### src/rtl/msi_cap_pkg.sv
`timescale 1ns/1ps
package msi_cap_pkg;

  // register select indices produced by the decoder
  localparam int SEL_CTRL = 0;
  localparam int SEL_ADLO = 1;
  localparam int SEL_ADHI = 2;
  localparam int SEL_DATA = 3;
  localparam int SEL_MASK = 4;
  localparam int SEL_PEND = 5;
  localparam int SEL_W    = 6;

  // capability length in bytes for the option pair
  function automatic logic [7:0] cap_len(input bit wide, input bit masked);
    case ({masked, wide})
      2'b00:   return 8'h0A;
      2'b01:   return 8'h0E;
      2'b10:   return 8'h14;
      default: return 8'h18;
    endcase
  endfunction

  // dwords touched by the capability window
  function automatic logic [5:0] cap_dwords(input bit wide, input bit masked);
    logic [7:0] len;
    len = cap_len(wide, masked) + 8'd3;
    return len[7:2];
  endfunction

  // byte-lane merge of a write into an old value
  function automatic logic [31:0] lane_merge(input logic [31:0] old_v,
                                             input logic [31:0] new_v,
                                             input logic [3:0]  be);
    logic [31:0] r;
    for (int b = 0; b < 4; b++)
      r[b*8 +: 8] = be[b] ? new_v[b*8 +: 8] : old_v[b*8 +: 8];
    return r;
  endfunction

  // smaller of requested and capable log2 count
  function automatic logic [2:0] eff_log2(input logic [2:0] req,
                                          input logic [2:0] cap);
    return (req > cap) ? cap : req;
  endfunction

  // is vector idx inside a block of 2^lg vectors
  function automatic logic vec_live(input int idx, input logic [2:0] lg);
    int cnt;
    cnt = 1 << lg;
    return idx < cnt;
  endfunction

endpackage

### src/rtl/msi_cap_decode.sv
`timescale 1ns/1ps
module msi_cap_decode
  import msi_cap_pkg::*;
#(
  parameter bit WIDE   = 1'b1,
  parameter bit MASKED = 1'b1
) (
  input  logic             clk,
  input  logic             rst_n,
  input  logic [5:0]       acc_dw,
  input  logic [5:0]       base_dw,
  output logic             hit,
  output logic [SEL_W-1:0] sel
);

  localparam logic [5:0] NDW = cap_dwords(WIDE, MASKED);

  logic [5:0] rel;
  logic       below;

  assign rel   = acc_dw - base_dw;
  assign below = acc_dw < base_dw;

  always_comb begin
    sel = '0;
    hit = 1'b0;
    if (!below && rel < NDW) begin
      hit = 1'b1;
      case (rel)
        6'd0: sel[SEL_CTRL] = 1'b1;
        6'd1: sel[SEL_ADLO] = 1'b1;
        6'd2: if (WIDE) sel[SEL_ADHI] = 1'b1; else sel[SEL_DATA] = 1'b1;
        6'd3: if (WIDE) sel[SEL_DATA] = 1'b1; else sel[SEL_MASK] = 1'b1;
        6'd4: if (WIDE) sel[SEL_MASK] = 1'b1; else sel[SEL_PEND] = 1'b1;
        default: sel[SEL_PEND] = 1'b1;
      endcase
    end
  end

  // at most one register picked, and only inside the window
  p_sel_onehot_r9: assert property (@(posedge clk) disable iff (!rst_n)
    $onehot0(sel) && (hit == (|sel)));

endmodule

### src/rtl/msi_cap_ctrl.sv
`timescale 1ns/1ps
module msi_cap_ctrl #(
  parameter logic [2:0] CAP_LOG2 = 3'd3
) (
  input  logic       clk,
  input  logic       rst_n,
  input  logic       wr,
  input  logic       wd_en,
  input  logic [2:0] wd_req,
  output logic       en_q,
  output logic [2:0] req_q,
  output logic       en_d,
  output logic [2:0] req_d
);

  logic [2:0] req_raw;

  always_comb begin
    en_d    = wr ? wd_en  : en_q;
    req_raw = wr ? wd_req : req_q;
    // an enabled capability never keeps a count above its capacity
    req_d   = (en_d && req_raw > CAP_LOG2) ? CAP_LOG2 : req_raw;
  end

  always_ff @(posedge clk or negedge rst_n) begin
    if (!rst_n) begin
      en_q  <= 1'b0;
      req_q <= '0;
    end else begin
      en_q  <= en_d;
      req_q <= req_d;
    end
  end

  // while enabled the stored request is within capacity
  p_enable_clamped_r7: assert property (@(posedge clk) disable iff (!rst_n)
    en_q |-> (req_q <= CAP_LOG2));

endmodule

### src/rtl/msi_cap_vecbits.sv
`timescale 1ns/1ps
module msi_cap_vecbits
  import msi_cap_pkg::*;
#(
  parameter int NV = 8
) (
  input  logic          clk,
  input  logic          rst_n,
  input  logic          mask_wr,
  input  logic [3:0]    mask_be,
  input  logic [31:0]   wdata,
  input  logic [NV-1:0] pend_set,
  input  logic [NV-1:0] pend_clr,
  input  logic          trim,
  input  logic [NV-1:0] keep,
  output logic [NV-1:0] mask_q,
  output logic [NV-1:0] pend_q
);

  logic [31:0]   mask_wide;
  logic [31:0]   mask_merged;
  logic [NV-1:0] mask_d;
  logic [NV-1:0] pend_d;

  always_comb begin
    mask_wide            = '0;
    mask_wide[NV-1:0]    = mask_q;
    mask_merged          = lane_merge(mask_wide, wdata, mask_be);
    mask_d               = mask_wr ? mask_merged[NV-1:0] : mask_q;
    pend_d               = (pend_q | pend_set) & ~pend_clr;
    if (trim) pend_d     = pend_d & keep;
  end

  always_ff @(posedge clk or negedge rst_n) begin
    if (!rst_n) begin
      mask_q <= '0;
      pend_q <= '0;
    end else begin
      mask_q <= mask_d;
      pend_q <= pend_d;
    end
  end

  logic unused_bits;
  assign unused_bits = ^mask_merged;

  // after a trimming write no pending bit survives outside the count
  p_trim_r8: assert property (@(posedge clk) disable iff (!rst_n)
    trim |=> ((pend_q & ~$past(keep)) == '0));

  // a clear strobe without a set strobe empties that pending bit
  p_pend_clear_r11: assert property (@(posedge clk) disable iff (!rst_n)
    (|(pend_clr & ~pend_set)) |=> ((pend_q & $past(pend_clr & ~pend_set)) == '0));

endmodule

### src/rtl/msi_cap_regs.sv
`timescale 1ns/1ps
module msi_cap_regs
  import msi_cap_pkg::*;
#(
  parameter int VEC_CAP = 8,
  parameter bit WIDE    = 1'b1,
  parameter bit MASKED  = 1'b1
) (
  input  logic               clk,
  input  logic               rst_n,
  input  logic [7:0]         cfg_cap_base,
  input  logic [7:0]         cfg_addr,
  input  logic               cfg_wr,
  input  logic [3:0]         cfg_be,
  input  logic [31:0]        cfg_wdata,
  output logic [31:0]        cfg_rdata,
  input  logic [VEC_CAP-1:0] pend_set,
  input  logic [VEC_CAP-1:0] pend_clr,
  output logic               msi_en,
  output logic [2:0]         msi_vec_log2,
  output logic [63:0]        msg_addr,
  output logic [15:0]        msg_data,
  output logic [VEC_CAP-1:0] vec_mask,
  output logic [VEC_CAP-1:0] vec_pend
);

  localparam logic [2:0] CAP_LOG2 = 3'($clog2(VEC_CAP));

  // ---------------- decode ----------------
  logic             hit;
  logic [SEL_W-1:0] sel;
  logic             wr_hit;

  msi_cap_decode #(.WIDE(WIDE), .MASKED(MASKED)) u_decode (
    .clk     (clk),
    .rst_n   (rst_n),
    .acc_dw  (cfg_addr[7:2]),
    .base_dw (cfg_cap_base[7:2]),
    .hit     (hit),
    .sel     (sel)
  );

  assign wr_hit = cfg_wr && hit;

  // ---------------- control word ----------------
  logic       en_q, en_d;
  logic [2:0] req_q, req_d;

  msi_cap_ctrl #(.CAP_LOG2(CAP_LOG2)) u_ctrl (
    .clk    (clk),
    .rst_n  (rst_n),
    .wr     (cfg_wr && sel[SEL_CTRL] && cfg_be[2]),
    .wd_en  (cfg_wdata[16]),
    .wd_req (cfg_wdata[22:20]),
    .en_q   (en_q),
    .req_q  (req_q),
    .en_d   (en_d),
    .req_d  (req_d)
  );

  // ---------------- address and data ----------------
  logic [31:2] adlo_q;
  logic [31:0] adhi_q;
  logic [15:0] data_q;
  logic [31:0] adlo_m;
  logic [31:0] data_m;

  assign adlo_m = lane_merge({adlo_q, 2'b00}, cfg_wdata, cfg_be);
  assign data_m = lane_merge({16'h0, data_q}, cfg_wdata, cfg_be);

  always_ff @(posedge clk or negedge rst_n) begin
    if (!rst_n) begin
      adlo_q <= '0;
      data_q <= '0;
    end else begin
      if (cfg_wr && sel[SEL_ADLO]) adlo_q <= adlo_m[31:2];
      if (cfg_wr && sel[SEL_DATA]) data_q <= data_m[15:0];
    end
  end

  generate
    if (WIDE) begin : g_hi
      always_ff @(posedge clk or negedge rst_n) begin
        if (!rst_n)                       adhi_q <= '0;
        else if (cfg_wr && sel[SEL_ADHI]) adhi_q <= lane_merge(adhi_q, cfg_wdata, cfg_be);
      end
    end else begin : g_no_hi
      assign adhi_q = '0;
    end
  endgenerate

  // ---------------- mask and pending ----------------
  logic [VEC_CAP-1:0] keep;
  logic [VEC_CAP-1:0] mask_q;
  logic [VEC_CAP-1:0] pend_q;
  logic               trim;

  always_comb begin
    for (int i = 0; i < VEC_CAP; i++) keep[i] = vec_live(i, req_d);
  end

  assign trim = wr_hit && en_d;

  generate
    if (MASKED) begin : g_vec
      msi_cap_vecbits #(.NV(VEC_CAP)) u_vecbits (
        .clk      (clk),
        .rst_n    (rst_n),
        .mask_wr  (cfg_wr && sel[SEL_MASK]),
        .mask_be  (cfg_be),
        .wdata    (cfg_wdata),
        .pend_set (pend_set),
        .pend_clr (pend_clr),
        .trim     (trim),
        .keep     (keep),
        .mask_q   (mask_q),
        .pend_q   (pend_q)
      );
    end else begin : g_no_vec
      assign mask_q = '0;
      assign pend_q = '0;
    end
  endgenerate

  // ---------------- read mux ----------------
  logic [31:0] ctrl_word;
  logic [31:0] mask_rd;
  logic [31:0] pend_rd;

  always_comb begin
    ctrl_word = {7'h0, MASKED, WIDE, req_q, CAP_LOG2, en_q, 16'h0000};
    mask_rd   = '0;
    pend_rd   = '0;
    mask_rd[VEC_CAP-1:0] = mask_q;
    pend_rd[VEC_CAP-1:0] = pend_q;
    cfg_rdata = '0;
    if (sel[SEL_CTRL]) cfg_rdata = ctrl_word;
    if (sel[SEL_ADLO]) cfg_rdata = {adlo_q, 2'b00};
    if (sel[SEL_ADHI]) cfg_rdata = adhi_q;
    if (sel[SEL_DATA]) cfg_rdata = {16'h0000, data_q};
    if (sel[SEL_MASK]) cfg_rdata = mask_rd;
    if (sel[SEL_PEND]) cfg_rdata = pend_rd;
  end

  // ---------------- exports ----------------
  assign msi_en       = en_q;
  assign msi_vec_log2 = eff_log2(req_q, CAP_LOG2);
  assign msg_addr     = {adhi_q, adlo_q, 2'b00};
  assign msg_data     = data_q;
  assign vec_mask     = mask_q;
  assign vec_pend     = pend_q;

  logic unused_bits;
  assign unused_bits = ^{cfg_cap_base[1:0], cfg_addr[1:0], adlo_m[1:0], data_m[31:16]};

  // without a write into the window the address and data hold
  p_quiet_hold_r9: assert property (@(posedge clk) disable iff (!rst_n)
    !wr_hit |=> ($stable(adlo_q) && $stable(adhi_q) && $stable(data_q)));

endmodule

### config.mk
export PLATFORM = sky130hd
export DESIGN_NAME = msi_cap_regs
export DESIGN_NICKNAME = d
export VERILOG_FILES = /design/src/rtl/msi_cap_pkg.sv /design/src/rtl/msi_cap_decode.sv /design/src/rtl/msi_cap_ctrl.sv /design/src/rtl/msi_cap_vecbits.sv /design/src/rtl/msi_cap_regs.sv
export SDC_FILE = /design/constraint.sdc
export NUM_CORES = 1
export LEC_CHECK = 0
export ABC_AREA = 1
export BUFFER_PORTS_ARGS = -buffer_cell sky130_fd_sc_hd__buf_2
export CAP_MARGIN = 20
export CORE_ASPECT_RATIO = 2
export CORE_UTILIZATION = 53
export DETAILED_ROUTE_END_ITERATION = 10
export GPL_ROUTABILITY_DRIVEN = 1
export PLACE_DENSITY = 0.91
export SKIP_CTS_REPAIR_TIMING = 1
export SLEW_MARGIN = 20
export SYNTH_ARGS = -nofsm -noshare
export SYNTH_HDL_FRONTEND = slang
export SYNTH_SLANG_ARGS = --single-unit
### constraint.sdc
create_clock -name clk -period 13 [get_ports clk]
set_clock_uncertainty 0.1 [all_clocks]
set_input_delay 3.9 -clock clk [delete_from_list [all_inputs] [get_ports clk]]
set_output_delay 3.9 -clock clk [all_outputs]
set_load 0.05 [all_outputs]
# [Word-level counts from Yosys, hierarchy flattened]
# Index checks and enable logic that the tools add are counted.
[word_totals] reg_bits=98 in_bits=71 output_inout_bits=132 wordCells=79
[classes] add_sub_neg=1 n_lt_le_gt_ge=12 eq_ne=4 shift=1 mux=19 bitwise=4 n_reduce_logical=24
[ops] cell="two-way mux 32 bit" count=5
[ops] cell="< comparator 4 x 32 -> 1 bit (first input constant)" count=4
[ops] cell="< comparator 3 x 32 -> 1 bit (first input constant)" count=2
[ops] cell="< comparator 1 x 32 -> 1 bit (first input constant)" count=1
[ops] cell="< comparator 2 x 32 -> 1 bit (first input constant)" count=1
[ops] cell="left shift 1 x 3 -> 32 bit (first input constant)" count=1
[ops] cell="two-way mux 25 bit" count=1
[ops] cell="AND reduction 2 bit" count=11
[ops] cell="AND 8 bit" count=2
[ops] cell="== test 6 x 2 -> 1 bit (second input constant)" count=2
[ops] cell="logical AND 1 bit" count=10
[ops] cell="two-way mux 3 bit" count=3
[ops] cell="two-way mux 1 bit" count=8
[ops] cell="two-way mux 8 bit" count=1
[ops] cell="inverter 8 bit" count=1
[ops] cell="OR 8 bit" count=1
[ops] cell="== test 6 x 1 -> 1 bit (second input constant)" count=1
[ops] cell="== test 6 x 3 -> 1 bit (second input constant)" count=1
[ops] cell="greater-than comparator 3 x 2 -> 1 bit (second input constant)" count=2
[ops] cell="logical NOT 6 bit" count=1
[ops] cell="< comparator 6 x 3 -> 1 bit (second input constant)" count=1
[ops] cell="< comparator 6 bit" count=1
[ops] cell="two-way mux 6 bit" count=1
[ops] cell="subtractor 6 bit" count=1
[ops] cell="other kinds (2)" count=2

# [Logic depth before layout (Yosys ltp)]
[logic_depth] ltp_word=15 mapped_depth=19 mapped_depth_nobuf=19

# [By module]
# From an unflattened synthesis, not the netlist that was laid out.
[hier_totals] hier_cells=719 area_unflattened_um2=5256.3
[by_module_without_submodules] module="msi_cap_regs" n_inst=1 cells_each=526 area_per_inst_um2=3877.5 seq_area_each_um2=1951.9
[by_module_without_submodules] module="msi_cap_vecbits" n_inst=1 cells_each=92 area_per_inst_um2=737.0 seq_area_each_um2=400.4
[by_module_without_submodules] module="msi_cap_decode" n_inst=1 cells_each=80 area_per_inst_um2=467.9 seq_area_each_um2=0.0
[by_module_without_submodules] module="msi_cap_ctrl" n_inst=1 cells_each=21 area_per_inst_um2=173.9 seq_area_each_um2=100.1

# [Worst setup path after synthesis]
# No wires, ideal clock.
[synth_path] path_kind="input -> output" startpoint="input cfg_addr[2]" endpoint="output cfg_rdata[17]" t_arrival_ps=6420 required_time_ps=9000 path_slack_ps=2580 cell_stages=14 path_buffers=0 cell_sequence="inv_1 ha_1 fa_1 xor2_1 inv_2 nor2_4 nand2_1 nor2_2 inv_1 nor2_2 inv_1 nand2_1 o21ai_0 a21oi_1"
[synth_between] elab_chain_cells=10 word_cells_on_any_way=24 cone_classes="1 x add/sub; 2 x order compare; 4 x eq/ne; 13 x mux; 4 x reduce/logical"
[synth_lines] element="start: declaration" line="msi_cap_regs.sv:12" text="input logic [7:0] cfg_addr,"
[synth_lines] element="subtractor 6 bit / < comparator 6 bit (equally long branches)" line="msi_cap_decode.sv:21, msi_cap_decode.sv:22"
[synth_lines] element="< comparator 6 x 3 -> 1 bit (tied with other cells)" line="msi_cap_decode.sv:27" text="if (!below && rel < NDW) begin"
[synth_lines] element="logical AND 1 bit / two-way mux 1 bit (equally long branches)" line="msi_cap_decode.sv:27, msi_cap_decode.sv:29"
[synth_lines] element="two-way mux 6 bit (*)" line="msi_cap_decode.sv:27"
[synth_lines] element="two-way mux 25 bit" line="msi_cap_regs.sv:137" text="if (sel[SEL_CTRL]) cfg_rdata = ctrl_word;"
[synth_lines] element="two-way mux 32 bit" line="msi_cap_regs.sv:138" text="if (sel[SEL_ADLO]) cfg_rdata = {adlo_q, 2'b00};"
[synth_lines] element="two-way mux 32 bit" line="msi_cap_regs.sv:139" text="if (sel[SEL_ADHI]) cfg_rdata = adhi_q;"
[synth_lines] element="two-way mux 32 bit" line="msi_cap_regs.sv:140" text="if (sel[SEL_DATA]) cfg_rdata = {16'h0000, data_q};"
[synth_lines] element="two-way mux 32 bit" line="msi_cap_regs.sv:141" text="if (sel[SEL_MASK]) cfg_rdata = mask_rd;"
[synth_lines] element="two-way mux 32 bit (*)" line="msi_cap_regs.sv:142" text="if (sel[SEL_PEND]) cfg_rdata = pend_rd;"
[synth_lines] element="end: declaration" line="msi_cap_regs.sv:16" text="output logic [31:0] cfg_rdata,"
# Every way passes the cells marked *; elsewhere a longest branch is shown, timed or not.

# [Worst setup path in the final report]
[layout_path] startpoint="input cfg_cap_base[2]" endpoint="output cfg_rdata[17]"
[layout_between] elab_chain_cells=10 word_cells_on_any_way=24 cone_classes="1 x add/sub; 2 x order compare; 4 x eq/ne; 13 x mux; 4 x reduce/logical"
[layout_lines] element="start: declaration" line="msi_cap_regs.sv:11" text="input logic [7:0] cfg_cap_base,"
[layout_lines] element="subtractor 6 bit / < comparator 6 bit (equally long branches)" line="msi_cap_decode.sv:21, msi_cap_decode.sv:22"
[layout_lines] element="< comparator 6 x 3 -> 1 bit (tied with other cells)" line="msi_cap_decode.sv:27"
[layout_lines] element="logical AND 1 bit / two-way mux 1 bit (equally long branches)" line="msi_cap_decode.sv:27, msi_cap_decode.sv:29"
[layout_lines] element="two-way mux 6 bit (*)" line="msi_cap_decode.sv:27"
[layout_lines] element="two-way mux 25 bit" line="msi_cap_regs.sv:137"
[layout_lines] element="two-way mux 32 bit" line="msi_cap_regs.sv:138"
[layout_lines] element="two-way mux 32 bit" line="msi_cap_regs.sv:139"
[layout_lines] element="two-way mux 32 bit" line="msi_cap_regs.sv:140"
[layout_lines] element="two-way mux 32 bit" line="msi_cap_regs.sv:141"
[layout_lines] element="two-way mux 32 bit (*)" line="msi_cap_regs.sv:142"
# Marks and branches as above.

==> results.md <==
* Post-Route Setup TNS at 0 ns
* Clock root buffer master: clkbuf_16
* Most common cell after layout, fill and taps aside: buf_2
* DRC violation count after routing at 0
* Sequential Area at 2450 um2
* Count of yosys warnings during synthesis at 0
* Number of unique standard cell types used by synthesis at 38
* Proportion of synthesized flip-flops having asynchronous set or reset at 100%
* CTS tree: done
* Post-route non-filler standard cell count at 878
* Routability congestion estimate from global placement at 0.853
* Cell count after synthesis at 580
* Global-route wire length before repair at 21.5 mm
* Tightest slew margin relative to the limit at 35.3%
* Register clock-pin slew on the reported worst setup and hold paths at 0.07 ns
* Starting density of the core at 54.7%
* Htree depth at 3
* Setup repair after global routing missed its margin: false
* # diodes at 0
* Drt initial violations at 200
* Pins over their slew limit at 0
* Share of layout cells above drive strength 1 at 37.0%
* Number of flops mapped to enable cells by yosys at 0
* Bufs on Longest Clock Path at 2
* Clock Sinks at 98
* Detailed-placement wirelength estimate at 9.90 mm
* Critical path endpoint category: primary output
* Number of primary I/O pins at 203
* Ratio of final minimum period to clock period at 83.7%
* Cell Count Post-Placement at 862
* Number of endpoints with negative hold slack in the final report at 0
* Die boundary width at 71.6 um
* Drt first pass iters at 4
* Routed wire length at 13.2 mm
* Top achievable clock speed at 91.9 MHz
* Worst Path Arrival at 6.88 ns
* Worst Tran Pin Value at 0.967 ns
* Die boundary height at 141 um
* Per-cell via count in the routed design at 5.31
* Maximum number of pins on one net before global-route repair at 54
* Source-to-sink clock delay at the later pin of the worst-skew pair at 0.32 ns
* Avg WL per Cell at 15.1 um
* Area of the core at 9380 um2
* Number of maximum-capacitance constraint violations at 0
* Multi-input combinational cell area at 2200 um2
* Register area share after synthesis at 47.8%
* Number of vias in the routed layout at 4,666
* Fill cell total of the finished layout at 796
* Prevailing post-synth register cell: dfrtp_1
* Area growth from synthesis to final layout at 23.3%
* Count of final setup violators at 0
* Max IR drop VDD at 0.0927 mV
* Run status: completed
* Number of global-route vias before repair at 4,618
* Total global-route track usage at 27.4%
* Startpoint Class: input port
* NumNets Final at 847
* Remaining antenna violation count after routing at 0
* Static Leakage at 3.73 nW
* Power per cell area at 120 nW/um2
* #FFs+latches synth at 98
* Tot Pwr at 0.756 mW
* Path type of the worst min-delay path: flip-flop to flip-flop
* Critical path class: input port to primary output
* Critical path fanouts, max at 27
* Die Footprint at 10,100 um2
* IO buf count at 195
* Remaining Overflow, GRT at 0
* Post-synthesis instance area at 5130 um2
* Final hold slack at 0.405 ns
* Initial antenna violation count at 0
* Data required time at the worst endpoint at 9.00 ns
* Site Rows at 50
* Post-route minimum period at 10.88 ns
* Syn avg cell area at 8.84 um2
* Inserted Clock Buffers at 9
* Commonest cells after routing, fill and taps aside: buf_2 (194), nand2_1 (176), dfrtp_1 (98)
## flip-flops by register name (all words and copies together), names as in the netlist
name                    count
u_ctrl.req_q                3
u_ctrl.en_q                 1
msg_data                   16
g_vec.u_vecbits.pend_q      8
g_vec.u_vecbits.mask_q      8
adhi_q                     32
adlo_q                     30
## per-stage QoR
step	setup slack (ns)	area [um2]	util, %
2_1_floorplan	2.58	5140	-
3_3_place_gp	2.19	6050	64.4
3_5_place_dp	2.11	6050	64.4
4_1_cts	2.10	6320	67.4
5_1_grt	1.98	6320	67.4
6_report	2.12	6320	67.4
## area by class of cell
type,count,share of cell area [%]
flip-flops and latches,98,38.8
repair buffers,196,15.6
inverters,72,4.35
multi-input cells,392,34.8
clock inverters,6,0.772
well taps,104,2.06
clock buffers,10,3.62
## Yosys cell counts, types with 4 or more instances
cell,count,share of area (%)
nand2_4,9,2.0
nand2_2,8,0.98
nand4_1,10,1.2
a22o_1,8,1.4
nand3_1,11,1.1
inv_2,4,0.29
nor2_1,20,1.5
a21oi_1,9,0.88
a22oi_1,10,1.5
inv_1,67,4.9
a22oi_2,4,0.98
buf_4,5,0.73
o21ai_0,11,1.1
buf_6,10,2.2
o21bai_1,5,0.73
dfrtp_1,98,48
o21ai_1,49,4.8
ha_1,6,1.5
o21ai_2,30,5.1
nand2_1,176,13
## cells by family (layout without fill, tap and decap cells)
kind of cell / Yosys count / after routing / share of synthesized area (%)
AO/OA/AOI/OAI: 128 / 128 / 17.0
flip-flops: 98 / 98 / 47.8
adder cells (fa/ha/maj): 7 / 7 / 1.85
AND/OR/NAND/NOR: 253 / 253 / 23.8
other: 1 / 3 / 0.0731
buffers and inverters: 92 / 284 / 9.37
XOR/XNOR: 1 / 1 / 0.171
## critical path: stages
cell	delay (ns)
buf_2	0.10
ha_1	0.22
fa_1	0.41
inv_1	0.10
nand3_1	0.09
nand2_1	0.08
nand2_1	0.05
nand2_2	0.09
nand4_2	0.18
nor2_4	0.68
inv_2	0.23
nand2_1	0.21
o21ai_0	0.11
a21oi_1	0.13
buf_2	0.28
## layer usage
layer / vias to the layer above / GRT usage, % / wire length, um
met5: - / 0 / 0
met4: 0 / 14.3 / 470
met3: 34 / 4.00 / 582
met2: 163 / 50.2 / 7460
met1: 2213 / 29.8 / 4720
li1: 2256 / - / -
## final timing paths
path	slack, ns	end	from	cells after the start
setup / recovery	2.12	cfg_rdata[17]	cfg_cap_base[2]	15
hold / removal	0.40	msg_data[4]	msg_data[4]	2
setup reg to reg	11.68	g_vec.u_vecbits.pend_q[6]	u_ctrl.req_q[2]	6
hold reg to reg	0.40	msg_data[4]	msg_data[4]	2
max in group asynchronous	8.25	msg_data[11]	rst_n	2
min in group asynchronous	3.45	adlo_q[14]	rst_n	1
## power by group
part           total, mW  internal [mW]  switching (mW)
clock network      0.246          0.132           0.114
logic              0.169         0.0412           0.128
registers          0.340          0.324          0.0162
total              0.756          0.497           0.259
No activity file was read; power rests on OpenSTA's default activity.
